File: config.mk
export PLATFORM = sky130hd
export DESIGN_NAME = dual_bus_decoder
export DESIGN_NICKNAME = d
export VERILOG_FILES = /design/src/rtl/hbus_pkg.sv /design/src/rtl/hbus_sync.sv /design/src/rtl/hbus_ctl.sv /design/src/rtl/hbus_datapath.sv /design/src/rtl/dual_bus_decoder.sv
export SDC_FILE = /design/constraint.sdc
export NUM_CORES = 1
export LEC_CHECK = 0
export BUFFER_PORTS_ARGS = -buffer_cell sky130_fd_sc_hd__buf_2
export CAP_MARGIN = 20
export CORE_MARGIN = 3
export CORE_UTILIZATION = 47
export DETAILED_ROUTE_END_ITERATION = 6
export GPL_TIMING_DRIVEN = 0
export HOLD_SLACK_MARGIN = 0.15
export PLACE_DENSITY = 0.75
export RECOVER_POWER = 100
export SYNTH_ARGS = -nofsm -noshare
export SYNTH_HDL_FRONTEND = slang
export SYNTH_SLANG_ARGS = --single-unit
File: constraint.sdc
create_clock -name clk -period 1.9 [get_ports clk]
set_clock_uncertainty 0.15 [all_clocks]
set_input_delay 0.38 -clock clk [delete_from_list [all_inputs] [get_ports clk]]
set_output_delay 0.38 -clock clk [all_outputs]
set_load 0.02 [all_outputs]
File: src/rtl/hbus_pkg.sv
package hbus_pkg;
  localparam int HB_CHANNELS = 4;
  localparam int HB_CH_W = $clog2(HB_CHANNELS);

  typedef struct packed {
    logic               rdStart;
    logic               wrCommit;
    logic               rdHold;
    logic               chValid;
    logic [HB_CH_W-1:0] ch;
  } ctlStrobe_t;
endpackage

File: src/rtl/hbus_sync.sv
module hbus_sync #(
  parameter int WIDTH = 8,
  parameter int STAGES = 2,
  parameter logic [WIDTH-1:0] RESET_VAL = '0
) (
  input  logic             clk,
  input  logic             rstN,
  input  logic [WIDTH-1:0] asyncIn,
  output logic [WIDTH-1:0] syncOut
);
  logic [WIDTH-1:0] stage [STAGES];

  for (genvar s = 0; s < STAGES; s++) begin : g_stage
    always_ff @(posedge clk) begin
      if (!rstN) stage[s] <= RESET_VAL;
      else if (s == 0) stage[s] <= asyncIn;
      else stage[s] <= stage[(s == 0) ? 0 : s-1];
    end
  end

  assign syncOut = stage[STAGES-1];
endmodule

File: src/rtl/hbus_ctl.sv
module hbus_ctl
  import hbus_pkg::*;
#(
  parameter int NUM_CH = HB_CHANNELS
) (
  input  logic              clk,
  input  logic              rstN,
  input  logic              splitMode,
  input  logic              rdS,
  input  logic              wrS,
  input  logic [NUM_CH-1:0] csS,
  output ctlStrobe_t        strobe
);
  localparam int CH_W = $clog2(NUM_CH);

  logic rdP, wrP, cs0P;
  logic [CH_W-1:0] prioCh;
  logic prioValid;

  always_ff @(posedge clk) begin
    if (!rstN) begin
      rdP  <= 1'b1;
      wrP  <= 1'b1;
      cs0P <= 1'b1;
    end else begin
      rdP  <= rdS;
      wrP  <= wrS;
      cs0P <= csS[0];
    end
  end

  // Lowest-numbered active select wins: scan downward so it is taken last.
  always_comb begin
    prioCh = '0;
    prioValid = 1'b0;
    for (int i = NUM_CH-1; i >= 0; i--) begin
      if (!csS[i]) begin
        prioCh = CH_W'(i);
        prioValid = 1'b1;
      end
    end
  end

  always_comb begin
    strobe = '0;
    if (splitMode) begin
      strobe.ch       = prioCh;
      strobe.chValid  = prioValid;
      strobe.rdStart  = prioValid && !rdS && rdP;
      strobe.wrCommit = prioValid && wrS && !wrP;
      strobe.rdHold   = prioValid && !rdS;
    end else begin
      strobe.ch       = csS[CH_W:1];
      strobe.chValid  = 1'b1;
      strobe.rdStart  = !csS[0] && cs0P && wrS;
      strobe.wrCommit = csS[0] && !cs0P && !wrP;
      strobe.rdHold   = !csS[0];
    end
  end

  a_r5_start_needs_select: assert property (@(posedge clk) disable iff (!rstN)
    (strobe.rdStart || strobe.wrCommit) |-> strobe.chValid);
  a_r10_no_back_to_back_start: assert property (@(posedge clk) disable iff (!rstN)
    strobe.rdStart |=> !strobe.rdStart);
endmodule

File: src/rtl/hbus_datapath.sv
module hbus_datapath
  import hbus_pkg::*;
#(
  parameter int NUM_CH = HB_CHANNELS,
  parameter int ADDR_W = 3,
  parameter int DATA_W = 8
) (
  input  logic                     clk,
  input  logic                     rstN,
  input  ctlStrobe_t               strobe,
  input  logic [ADDR_W-1:0]        addrS,
  input  logic [DATA_W-1:0]        dataS,
  input  logic [NUM_CH*DATA_W-1:0] chRdData,
  output logic [NUM_CH-1:0]        chSel,
  output logic [ADDR_W-1:0]        regAddr,
  output logic                     rdPulse,
  output logic                     wrPulse,
  output logic [DATA_W-1:0]        wrData,
  output logic [DATA_W-1:0]        rdByte,
  output logic                     dataOe
);
  localparam int CH_W = $clog2(NUM_CH);

  logic [CH_W-1:0] chIdx;

  always_ff @(posedge clk) begin
    if (!rstN) begin
      chIdx   <= '0;
      regAddr <= '0;
      wrData  <= '0;
      rdPulse <= 1'b0;
      wrPulse <= 1'b0;
      dataOe  <= 1'b0;
    end else begin
      rdPulse <= strobe.rdStart;
      wrPulse <= strobe.wrCommit && !strobe.rdStart;
      dataOe  <= strobe.rdStart || (dataOe && strobe.rdHold);
      if (strobe.rdStart || strobe.wrCommit) begin
        chIdx   <= strobe.ch;
        regAddr <= addrS;
      end
      if (strobe.wrCommit) wrData <= dataS;
    end
  end

  always_comb begin
    chSel = '0;
    chSel[chIdx] = 1'b1;
  end

  assign rdByte = chRdData[chIdx*DATA_W +: DATA_W];

  a_r3_rd_wr_exclusive: assert property (@(posedge clk) disable iff (!rstN)
    !(rdPulse && wrPulse));
  a_r2_oe_with_read: assert property (@(posedge clk) disable iff (!rstN)
    rdPulse |-> dataOe);
  a_r10_single_pulse: assert property (@(posedge clk) disable iff (!rstN)
    rdPulse |=> !rdPulse);
  a_r2_oe_rises_on_read: assert property (@(posedge clk) disable iff (!rstN)
    $rose(dataOe) |-> rdPulse);
  a_r4_sel_onehot: assert property (@(posedge clk) disable iff (!rstN)
    $onehot(chSel));
endmodule

File: src/rtl/dual_bus_decoder.sv
module dual_bus_decoder
  import hbus_pkg::*;
#(
  parameter int NUM_CH = HB_CHANNELS,
  parameter int ADDR_W = 3,
  parameter int DATA_W = 8,
  parameter int SYNC_STAGES = 2
) (
  input  logic                     clk,
  input  logic                     rstN,
  input  logic                     splitMode,
  input  logic                     rdN,
  input  logic                     wrN,
  input  logic [NUM_CH-1:0]        csN,
  input  logic [ADDR_W-1:0]        addr,
  input  logic [DATA_W-1:0]        hostDataIn,
  output logic [DATA_W-1:0]        hostDataOut,
  output logic                     hostDataOe,
  output logic [NUM_CH-1:0]        chSel,
  output logic [ADDR_W-1:0]        regAddr,
  output logic                     rdPulse,
  output logic                     wrPulse,
  output logic [DATA_W-1:0]        wrData,
  input  logic [NUM_CH*DATA_W-1:0] chRdData
);
  localparam int SYNC_W = 2 + NUM_CH + ADDR_W + DATA_W;
  localparam logic [SYNC_W-1:0] SYNC_RST = {{(2+NUM_CH){1'b1}}, {(ADDR_W+DATA_W){1'b0}}};

  logic [SYNC_W-1:0] syncVec;
  logic rdS, wrS;
  logic [NUM_CH-1:0] csS;
  logic [ADDR_W-1:0] addrS;
  logic [DATA_W-1:0] dataS;
  logic [DATA_W-1:0] rdByte;
  ctlStrobe_t strobe;

  hbus_sync #(.WIDTH(SYNC_W), .STAGES(SYNC_STAGES), .RESET_VAL(SYNC_RST)) u_sync (
    .clk(clk), .rstN(rstN),
    .asyncIn({rdN, wrN, csN, addr, hostDataIn}),
    .syncOut(syncVec)
  );

  assign {rdS, wrS, csS, addrS, dataS} = syncVec;

  hbus_ctl #(.NUM_CH(NUM_CH)) u_ctl (
    .clk(clk), .rstN(rstN), .splitMode(splitMode),
    .rdS(rdS), .wrS(wrS), .csS(csS), .strobe(strobe)
  );

  hbus_datapath #(.NUM_CH(NUM_CH), .ADDR_W(ADDR_W), .DATA_W(DATA_W)) u_dp (
    .clk(clk), .rstN(rstN), .strobe(strobe), .addrS(addrS), .dataS(dataS),
    .chRdData(chRdData), .chSel(chSel), .regAddr(regAddr),
    .rdPulse(rdPulse), .wrPulse(wrPulse), .wrData(wrData),
    .rdByte(rdByte), .dataOe(hostDataOe)
  );

  assign hostDataOut = hostDataOe ? rdByte : '0;
endmodule

Yosys cells after proc, flatten, opt, wreduce, memory -nomap -nowiden:

Memory sizes are Yosys's and may differ from the RTL's.
Cells that the tools add are included.

* shift-type cells: 1
* mux-type cells: 16
* reduce and logical (&&, ||, !) cells: 18
* magnitude comparators: 2
* bitwise logic cells: 2

Operator list (number)
* 17-bit 2-to-1 mux: 2
* 32-bit by 6-bit variable part select with 8-bit output: 1
* 1-bit logical AND: 11
* 2-bit 2-to-1 mux: 4
* 8-bit 2-to-1 mux: 1
* 1-bit 2-to-1 mux: 7
* 6-bit 2-to-1 mux: 1
* 1-bit logical NOT: 5
* 2-bit by 3-bit less-than comparator with 1-bit output (second input constant): 1
* 1-bit demux with 2-bit select: 1
* 2-bit by 1-bit greater-or-equal comparator with 1-bit output (second input constant): 1
* 1-bit logical OR: 2
* 1-bit bitwise OR: 2

* output and inout bits: 26
* logic and storage cells: 49
* RAM bits: 34
* memories: 1
* register bits after elaboration: 19
* input port bits: 52

Memory list
* u_sync.stage: words 2, width 17, rd ports 2, clocked after memory_dff 0, write ports 2, line hbus_sync.sv:11 `logic [WIDTH-1:0] stage [STAGES];`

Logic depth before layout (Yosys ltp):

Gate-level depths: netlist (run 1).

* word-level depth: 9
* gate-level depth with buffers: 6
* mapped depth without buffers: 4

Cells and area by module:

A second synthesis (run 1) with hierarchy kept.

* cell total of the unflattened synthesis: 174
* area total of the unflattened synthesis: 1985.7 um2

Modules (own cells, without submodules)
* hbus_sync: sequential area each 680.7 um2, cells each 71, area an instance 915.9 um2, instances 1
* hbus_datapath: sequential area each 320.3 um2, cells each 69, area an instance 830.8 um2, instances 1
* hbus_ctl: sequential area each 60.1 um2, cells each 26, area an instance 188.9 um2, instances 1
* dual_bus_decoder: sequential area each 0.0 um2, cells each 8, area an instance 50.0 um2, instances 1

Worst setup path before layout (run 1):

Ideal clock, no wire load.

* kind: register to output
* start: reg u_dp.chIdx[0]
* end: out hostDataOut[2]
* setup slack: -0.019 ns
* buffers on the path: 1
* required time: 1.370 ns
* stages on the path, launching flop included: 4
* arrival: 1.389 ns
* path through: dfxtp_1 > buf_2 > mux4_2 > and2_1

* word-level cells in the longest chain between the ends: 2

RTL lines
* start, declared: line hbus_datapath.sv:24 `logic [CH_W-1:0] chIdx;`
* start signal, assigned: line hbus_datapath.sv:39 `chIdx <= strobe.ch;`
* 32-bit by 6-bit variable part select with 8-bit output: line hbus_datapath.sv:51 `assign rdByte = chRdData[chIdx*DATA_W +: DATA_W];`
* 8-bit 2-to-1 mux: line dual_bus_decoder.sv:57 `assign hostDataOut = hostDataOe ? rdByte : '0;`
* end, declared: line dual_bus_decoder.sv:17 `output logic [DATA_W-1:0] hostDataOut,`

Every way passes these cells.

Worst setup path in the final report (run 1):

Ends and elaborated chain as after synthesis.

==> results.toml, run 1 <==
[run_status]
outcome = "complete, but fails checks"
violations = "setup timing"

[hold_path]
hold_path_class = "primary input to flip-flop"

[synthesis]
yosysWarnings = 0
synth_cell_type_count = 27
syn_area_um2 = 1990
synth_seq_cells = 53
async_flop_share_pct = 0
synth-seq-area-share_pct = 53.4
avgSynthCellArea_um2 = 11.5
synth_top_flop_cell = "dfxtp_1"
syn-num-nets = 225
synth_cells = 173
synth_edf_count = 0

[sta]
maxSlewViolCount = 0
setup_ws_ns = -0.236
tightest_slew_ns = 0.505
fmax_mhz = 468
min_period_ns = 2.14
hold_violations = 0
finalCritPeriodShare_pct = 112
relSlewSlack_pct = 66.3
setup_viol = 10
hold_ws_ns = 0.252
rsz0062_at_grt = "yes"

[placement]
io_buffers = 75
gp_congestion = 0.762
dpl.hpwl_um = 3120
place_ws_ns = -0.163
placedCellCount = 298

[clock_network]
clock_sinks = 53
clk_pin_slew_ns = 0.08
clock-root-buffer = "clkbuf_8"
cts_tree = "built"
clk_path_buf_depth = 2
htreeDepth = 2
cts_buffers = 5
insertion_delay_ns = 0.30

[finish]
multi_input_area_um2 = 868
seq_area_um2 = 1070
num_antenna_cells = 0
nets = 327
finalNonFillerCells = 326
syn_to_final_growth_pct = 40.8
drive_above_1_share_pct = 34.8
layout_common_cells = "dfxtp_1, buf_2, clkbuf_1, dlygate4sd3_1, nand2b_1"
final_common_cell = "dfxtp_1"
fill_cells = 313

[global_route]
overflow = 0
grt_pass1_vias = 1636
grt.total_usage_pct = 19.0
grt_max_degree = 17
antenna_found_initial = 0
grt_pass1_wl_um = 7420

[job]
drv_cap = 0

[die]
fp.dieArea_um2 = 5040
fp.dieW_um = 71
fp.dieH_um = 71
start_util_pct = 49.3
rows = 23
ios = 78
core_area_um2 = 4030

[power]
leakage_nw = 1.26
peakVddDrop_mv = 0.680
pwr_density_cell_nw_per_um2 = 720

[critical_path]
crit_fanout = 5
cp_slowest_stage_delay_ns = 0.51
cp.arrival_ns = 1.61
start_kind = "flip-flop"
crit_chain = "buf_8 -> mux4_2 -> and2_4 -> buf_6"
end_kind = "output port"
slowest_stage = "mux4_2"
critPathRequiredTime_ns = 1.37
worstSetupPathType = "flip-flop to output port"

[route]
finalWirelength_um = 4500
vias_per_cell = 4.74
post_drt_wl_per_cell_um = 13.8
drtPass1Iterations = 4
drtIter0Drc = 35
ant_nets = 0
drc = 0
num_vias = 1545
where the power goes:
| part | total (mW) | switching [mW] | internal [mW] |
|---|---|---|---|
| Combinational | 0.238 | 0.0916 | 0.146 |
| Clock | 0.609 | 0.349 | 0.260 |
| Sequential | 1.17 | 0.0163 | 1.15 |
| Total | 2.01 | 0.457 | 1.55 |
Yosys cell counts (2+ instances only):
cell | number | share of area [%]
clkbuf_1 | 7 | 1.3
mux4_2 | 8 | 9.1
and2_1 | 31 | 9.8
nand2b_1 | 15 | 4.7
nor2b_1 | 13 | 4.1
nor2_1 | 3 | 0.57
inv_1 | 2 | 0.38
dfxtp_1 | 53 | 53
nand2_1 | 11 | 2.1
buf_6 | 2 | 1.1
mux2i_1 | 11 | 5.5
nand4_1 | 2 | 0.63
final timing paths:
path,slack [ns],start,to,depth (start not counted)
max,-0.24,u_dp.chIdx[0],hostDataOut[2],4
min,0.25,rstN,u_sync.stage[1][14],2
max reg2reg,-0.01,u_sync.stage[1][11],u_dp.wrData[5],5
min reg2reg,0.26,u_sync.stage[0][14],u_sync.stage[1][14],1
flip-flops by register name (all words and copies together) (netlist names):
name / flops
u_sync.stage: 34
u_dp.wrData: 8
u_dp.regAddr: 3
u_dp.chIdx: 2
u_ctl.cs0P: 1
u_ctl.rdP: 1
u_ctl.wrP: 1
u_dp.dataOe: 1
u_dp.rdPulse: 1
u_dp.wrPulse: 1
logic make-up after synthesis:
| group | after synthesis | synth area share (%) |
|---|---|---|
| AOI/OAI and AO/OA | 8 | 3.72 |
| buffers and inverters | 13 | 3.47 |
| DFF | 53 | 53.4 |
| muxes | 19 | 14.6 |
| and+or+nand+nor | 80 | 24.8 |
metal layers:
| metal | vias up | global-route usage (%) | wire (um) |
|---|---|---|---|
| li1 | 773 | - | - |
| met1 | 692 | 18.5 | 1650 |
| met2 | 72 | 36.6 | 2320 |
| met3 | 8 | 6.96 | 452 |
| met4 | 0 | 6.05 | 75 |
| met5 | - | 0 | 0 |
worst max-delay path: cells and delay by family, from the launching register on:
family                 cells  cell delay [ns]
multiplexers               1             0.51
flip-flops                 1             0.38
buffers and inverters      2             0.24
AND/OR/NAND/NOR            1             0.18
stage by stage:
step                util (%)  instance area, um^2  total power [mW]  setup TNS (ns)
floorplan                  -                 1990              1.30               0
global placement        60.2                 2430              1.38          -0.536
detailed placement      60.2                 2430              1.39          -0.691
CTS                     70.0                 2820              2.03           -1.72
global route            69.4                 2800              2.12           -3.43
finish                  69.4                 2800              2.01           -1.70
area by class of cell:
cell class              instances  area share, %
repair buffers                 95           22.6
plain buffers                  11           2.51
multi-input cells             107           31.1
well taps                      50           2.24
clock buffers                   6           2.60
inverters                       2          0.269
flip-flops and latches         53           38.1
clock inverters                 2          0.537
repair_timing:
item | 4_1_cts | 5_1_grt
gates resized for setup | 31 | 5
gates cloned | 1 | 0
hold buffers | 17 | 0
endpoints found under the setup margin | 10 | 9
hold endpoints to repair | 17 | 0
setup buffers | 2 | 0
Note: power is estimated with default switching activity, not from simulation.
==> run 2: changes to the inputs <==
- SKIP_CTS_REPAIR_TIMING: not set -> 1
==> run 2 against run 1 <==
Net effect:
- the run still ends with setup timing left
- die area unchanged
- critical endpoint is now hostDataOut[5]
- clock power about the same
- final area fell by 0.27%
- power shrank 0.16%
- sequential power is essentially flat
- register-to-register slack about the same
==> results.toml, run 2 (same netlist as run 1, synthesis figures left out) <==
[critical_path]
crit_family = "multiplexers"
path_buf_inv = 2
end_kind = "output port"
slowest_stage = "mux4_2"
r2r_start = "u_sync.stage[1][11]"
cp_slowest_stage_delay_ns = 0.51
worstSetupPathType = "flip-flop to output port"
r2r_cells = 5
timing.rr.end = "u_dp.wrData[2]"
start_kind = "flip-flop"
r2r_setup_slack_ns = -0.01
endpoint = "hostDataOut[5]"
critPathRequiredTime_ns = 1.37
cp.arrival_ns = 1.60
cp_num_cells = 4
crit_fanout = 5
crit_start = "u_dp.chIdx[0]"
crit_chain = "buf_8 -> mux4_2 -> and2_4 -> buf_6"

[clock_network]
clk_path_buf_depth = 2
cts_tree = "built"
clock_sinks = 53
clk_pin_slew_ns = 0.08
insertion_delay_ns = 0.30
cts_buffers = 5
clock-root-buffer = "clkbuf_8"
htreeDepth = 2

[finish]
num_antenna_cells = 0
post-route-util_pct = 69.2
syn_to_final_growth_pct = 40.4
finalNonFillerCells = 327
top_regs = "u_sync.stage: 34 flops, u_dp.wrData: 8 flops, u_dp.regAddr: 3 flops"
final_common_cell = "dfxtp_1"
largest_reg_flops = 34
drive_above_1_share_pct = 35.0
regMostFlops = "u_sync.stage"
layout_common_cells = "dfxtp_1, buf_2, clkbuf_1, dlygate4sd3_1, nand2b_1"
nets = 328

[die]
core_area_um2 = 4030
fp.dieH_um = 71
ios = 78
start_util_pct = 49.3
fp.dieW_um = 71
rows = 23
fp.dieArea_um2 = 5040

[route]
ant_nets = 0
drtIter0Drc = 21
post_drt_wl_per_cell_um = 13.8
finalWirelength_um = 4530
num_vias = 1562
drc = 0
drtPass1Iterations = 4
vias_per_cell = 4.78

[placement]
gp_congestion = 0.762
place_ws_ns = -0.163
dpl.hpwl_um = 3120
placedCellCount = 298
io_buffers = 75

[sta]
finalCritPeriodShare_pct = 112
maxSlewViolCount = 0
hold_ws_ns = 0.254
hold_violations = 0
rsz0062_at_grt = "yes"
min_period_ns = 2.13
setup_viol = 10
relSlewSlack_pct = 66.4
setup_ws_ns = -0.234
fmax_mhz = 469
tightest_slew_ns = 0.504

[global_route]
grt_max_degree = 17
grt_pass1_wl_um = 6600
antenna_found_initial = 0
grt.total_usage_pct = 16.8
overflow = 0
grt_pass1_vias = 1495

[run_status]
outcome = "complete, but fails checks"
violations = "setup timing"

[job]
drv_cap = 0

[hold_path]
hold_path_class = "primary input to flip-flop"

[power]
pwr_density_cell_nw_per_um2 = 721
p_total_mw = 2.01
leakage_nw = 1.26
peakVddDrop_mv = 0.681
==> run 2: cell count changes in the layout (fill, tap and decap cells not counted), sizes merged <==
cell / change
bufbuf: -1
buf: +2
==> run 2: layout make-up <==
class                      instances  area [um^2]
fill                             319         1240
sequential                        53         1060
multi-input combinational        107          861
timing repair buffer              96          632
clock buffer                       6         72.6
buffer                            11         72.6
tap                               50         62.6
clock inverter                     2         15.0
inverter                           2         7.51
==> run 2: worst min path at each step <==
stage                         from             endpoint  slack (ns)  depth (start not counted)
4_1_cts                     csN[1]  u_sync.stage[0][12]        0.10                          2
3_3_place_gp   u_sync.stage[0][11]  u_sync.stage[1][11]        0.24                          1
6_report                      rstN  u_sync.stage[1][14]        0.25                          2
5_1_grt        u_sync.stage[0][14]  u_sync.stage[1][14]        0.28                          1
2_1_floorplan  u_sync.stage[0][11]  u_sync.stage[1][11]        0.24                          1
3_5_place_dp   u_sync.stage[0][14]  u_sync.stage[1][14]        0.24                          1
==> run 2: where the power goes <==
part | switching, mW | leakage, nW | internal (mW) | total, mW
clock network | 0.347 | 0.0374 | 0.260 | 0.607
registers | 0.0162 | 0.436 | 1.15 | 1.16
logic | 0.0922 | 0.787 | 0.145 | 0.237
total | 0.456 | 1.26 | 1.55 | 2.01
==> run 2: layer usage <==
metal | global-route usage (%) | vias to the layer above | routed length [um] | part of all wire, %
met5 | 0 | - | 0 | 0
met1 | 16.6 | 710 | 1630 | 36
met4 | 5.01 | 0 | 41 | 0.91
li1 | - | 775 | - | -
met3 | 6.82 | 6 | 449 | 9.9
met2 | 31.8 | 71 | 2410 | 53
==> run 2: stage by stage <==
stage | setup TNS (ns) | cell area (um^2)
2_1_floorplan | 0 | 1990
5_1_grt | -3.42 | 2790
6_report | -1.70 | 2790
3_5_place_dp | -0.691 | 2430
3_3_place_gp | -0.536 | 2430
4_1_cts | -3.26 | 2510
==> run 3: changes to the inputs <==
- CORE_MARGIN: 3 -> 2
==> run 3 against run 2 <==
Net effect:
- the flow still finishes with violations (setup timing)
- final area fell by 0.40%
- fmax fell by 0.34%
- sequential cell count unchanged
- power down 0.25%
- largest cell class unchanged
- non-clock buffer count did not move
- wire length down 1.6%
- sequential share of layout area increased by 0.15 points
- sequential power hardly changed
- utilization decreased by 0.28 points
- die area shrank 5.6%
- clock power barely moved
==> results.toml, run 3 (same netlist as run 1, synthesis figures left out) <==
[run_status]
outcome = "complete, but fails checks"
violations = "setup timing"

[die]
start_util_pct = 49.3
ios = 78
fp.dieH_um = 69
rows = 23
core_area_um2 = 4030
fp.dieW_um = 69
fp.dieArea_um2 = 4760

[clock_network]
clk_path_buf_depth = 2
clock-root-buffer = "clkbuf_8"
clk_pin_slew_ns = 0.08
clock_sinks = 53
cts_buffers = 5
htreeDepth = 2
insertion_delay_ns = 0.31
cts_tree = "built"

[global_route]
overflow = 0
grt_pass1_wl_um = 6640
antenna_found_initial = 0
grt_pass1_vias = 1472
grt.total_usage_pct = 17.4
grt_max_degree = 16

[power]
leakage_nw = 1.27
peakVddDrop_mv = 0.690
pwr_density_cell_nw_per_um2 = 722

[finish]
top_regs = "u_sync.stage: 34 flops, u_dp.wrData: 8 flops, u_dp.regAddr: 3 flops"
largest_reg_flops = 34
num_antenna_cells = 0
regMostFlops = "u_sync.stage"
layout_common_cells = "buf_2, dfxtp_1, clkbuf_1, dlygate4sd3_1"
design_area_um2 = 2780
post-route-util_pct = 68.9
drive_above_1_share_pct = 34.7
nets = 328
syn_to_final_growth_pct = 39.8

[hold_path]
hold_path_class = "primary input to flip-flop"
hp-start = "rstN"

[route]
finalWirelength_um = 4460
num_vias = 1548
post_drt_wl_per_cell_um = 13.6
drtIter0Drc = 31
drtPass1Iterations = 4
ant_nets = 0
drc = 0
vias_per_cell = 4.73

[sta]
finalCritPeriodShare_pct = 113
tightest_slew_ns = 0.507
fmax_mhz = 467
relSlewSlack_pct = 66.2
setup_viol = 8
hold_violations = 0
rsz0062_at_grt = "yes"
maxSlewViolCount = 0
min_period_ns = 2.14
setup_ws_ns = -0.242

[critical_path]
crit_chain = "buf_8 -> mux4_2 -> and2_4 -> buf_6"
cp_slowest_stage_delay_ns = 0.50
critPathRequiredTime_ns = 1.37
r2r_start = "u_sync.stage[1][11]"
worstSetupPathType = "flip-flop to output port"
end_kind = "output port"
cp.arrival_ns = 1.61
crit_fanout = 5
slowest_stage = "mux4_2"
crit_start = "u_dp.chIdx[0]"
start_kind = "flip-flop"

[placement]
gp_congestion = 0.747
post_dp_cell_area_um2 = 2430
dpl.hpwl_um = 2910
io_buffers = 75

[job]
drv_cap = 0
-- run 3: final timing paths --
path,depth (start not counted),slack [ns],endpoint
worst min-delay path,2,0.25,u_sync.stage[1][13]
worst max-delay path,4,-0.24,hostDataOut[5]
worst max register to register,5,0.04,u_dp.wrData[1]
worst min register to register,1,0.26,u_sync.stage[1][11]
-- run 3: stage by stage --
step | setup TNS (ns) | instances | hold slack (ns) | worst slack (ns) | power (mW)
2_1_floorplan | 0 | 173 | 0.236 | 0.0409 | 1.30
3_3_place_gp | -0.490 | 298 | 0.241 | -0.112 | 1.38
3_5_place_dp | -0.534 | 298 | 0.244 | -0.114 | 1.38
4_1_cts | -3.03 | 306 | 0.105 | -0.456 | 1.98
5_1_grt | -3.09 | 327 | 0.286 | -0.305 | 2.10
6_report | -1.69 | 327 | 0.254 | -0.242 | 2.00
-- run 3: worst max-delay path, delay by kind of cell, from the launching register on --
family        cells  cell delay [ns]
buf+inv           2             0.25
flops             1             0.38
mux               1             0.50
simple gates      1             0.18
-- run 3: power by group --
part	internal, mW	switching (mW)	leakage [nW]
Sequential	1.15	0.0159	0.436
Combinational	0.143	0.0917	0.788
Clock	0.256	0.349	0.0450
Total	1.55	0.456	1.27
-- run 3: per-layer routing --
metal | part of all wire (%) | track usage, %
met5 | 0 | 0
met3 | 9.2 | 7.31
met1 | 38 | 18.6
met4 | 2.3 | 6.54
met2 | 51 | 30.3
-- run 3: layout make-up --
cell class | instances | area [um^2]
buffer | 11 | 70.1
inverter | 2 | 7.51
clock inverter | 2 | 10.0
sequential | 53 | 1060
fill | 312 | 1250
tap | 50 | 62.6
clock buffer | 6 | 72.6
timing repair buffer | 96 | 628
multi-input combinational | 107 | 861
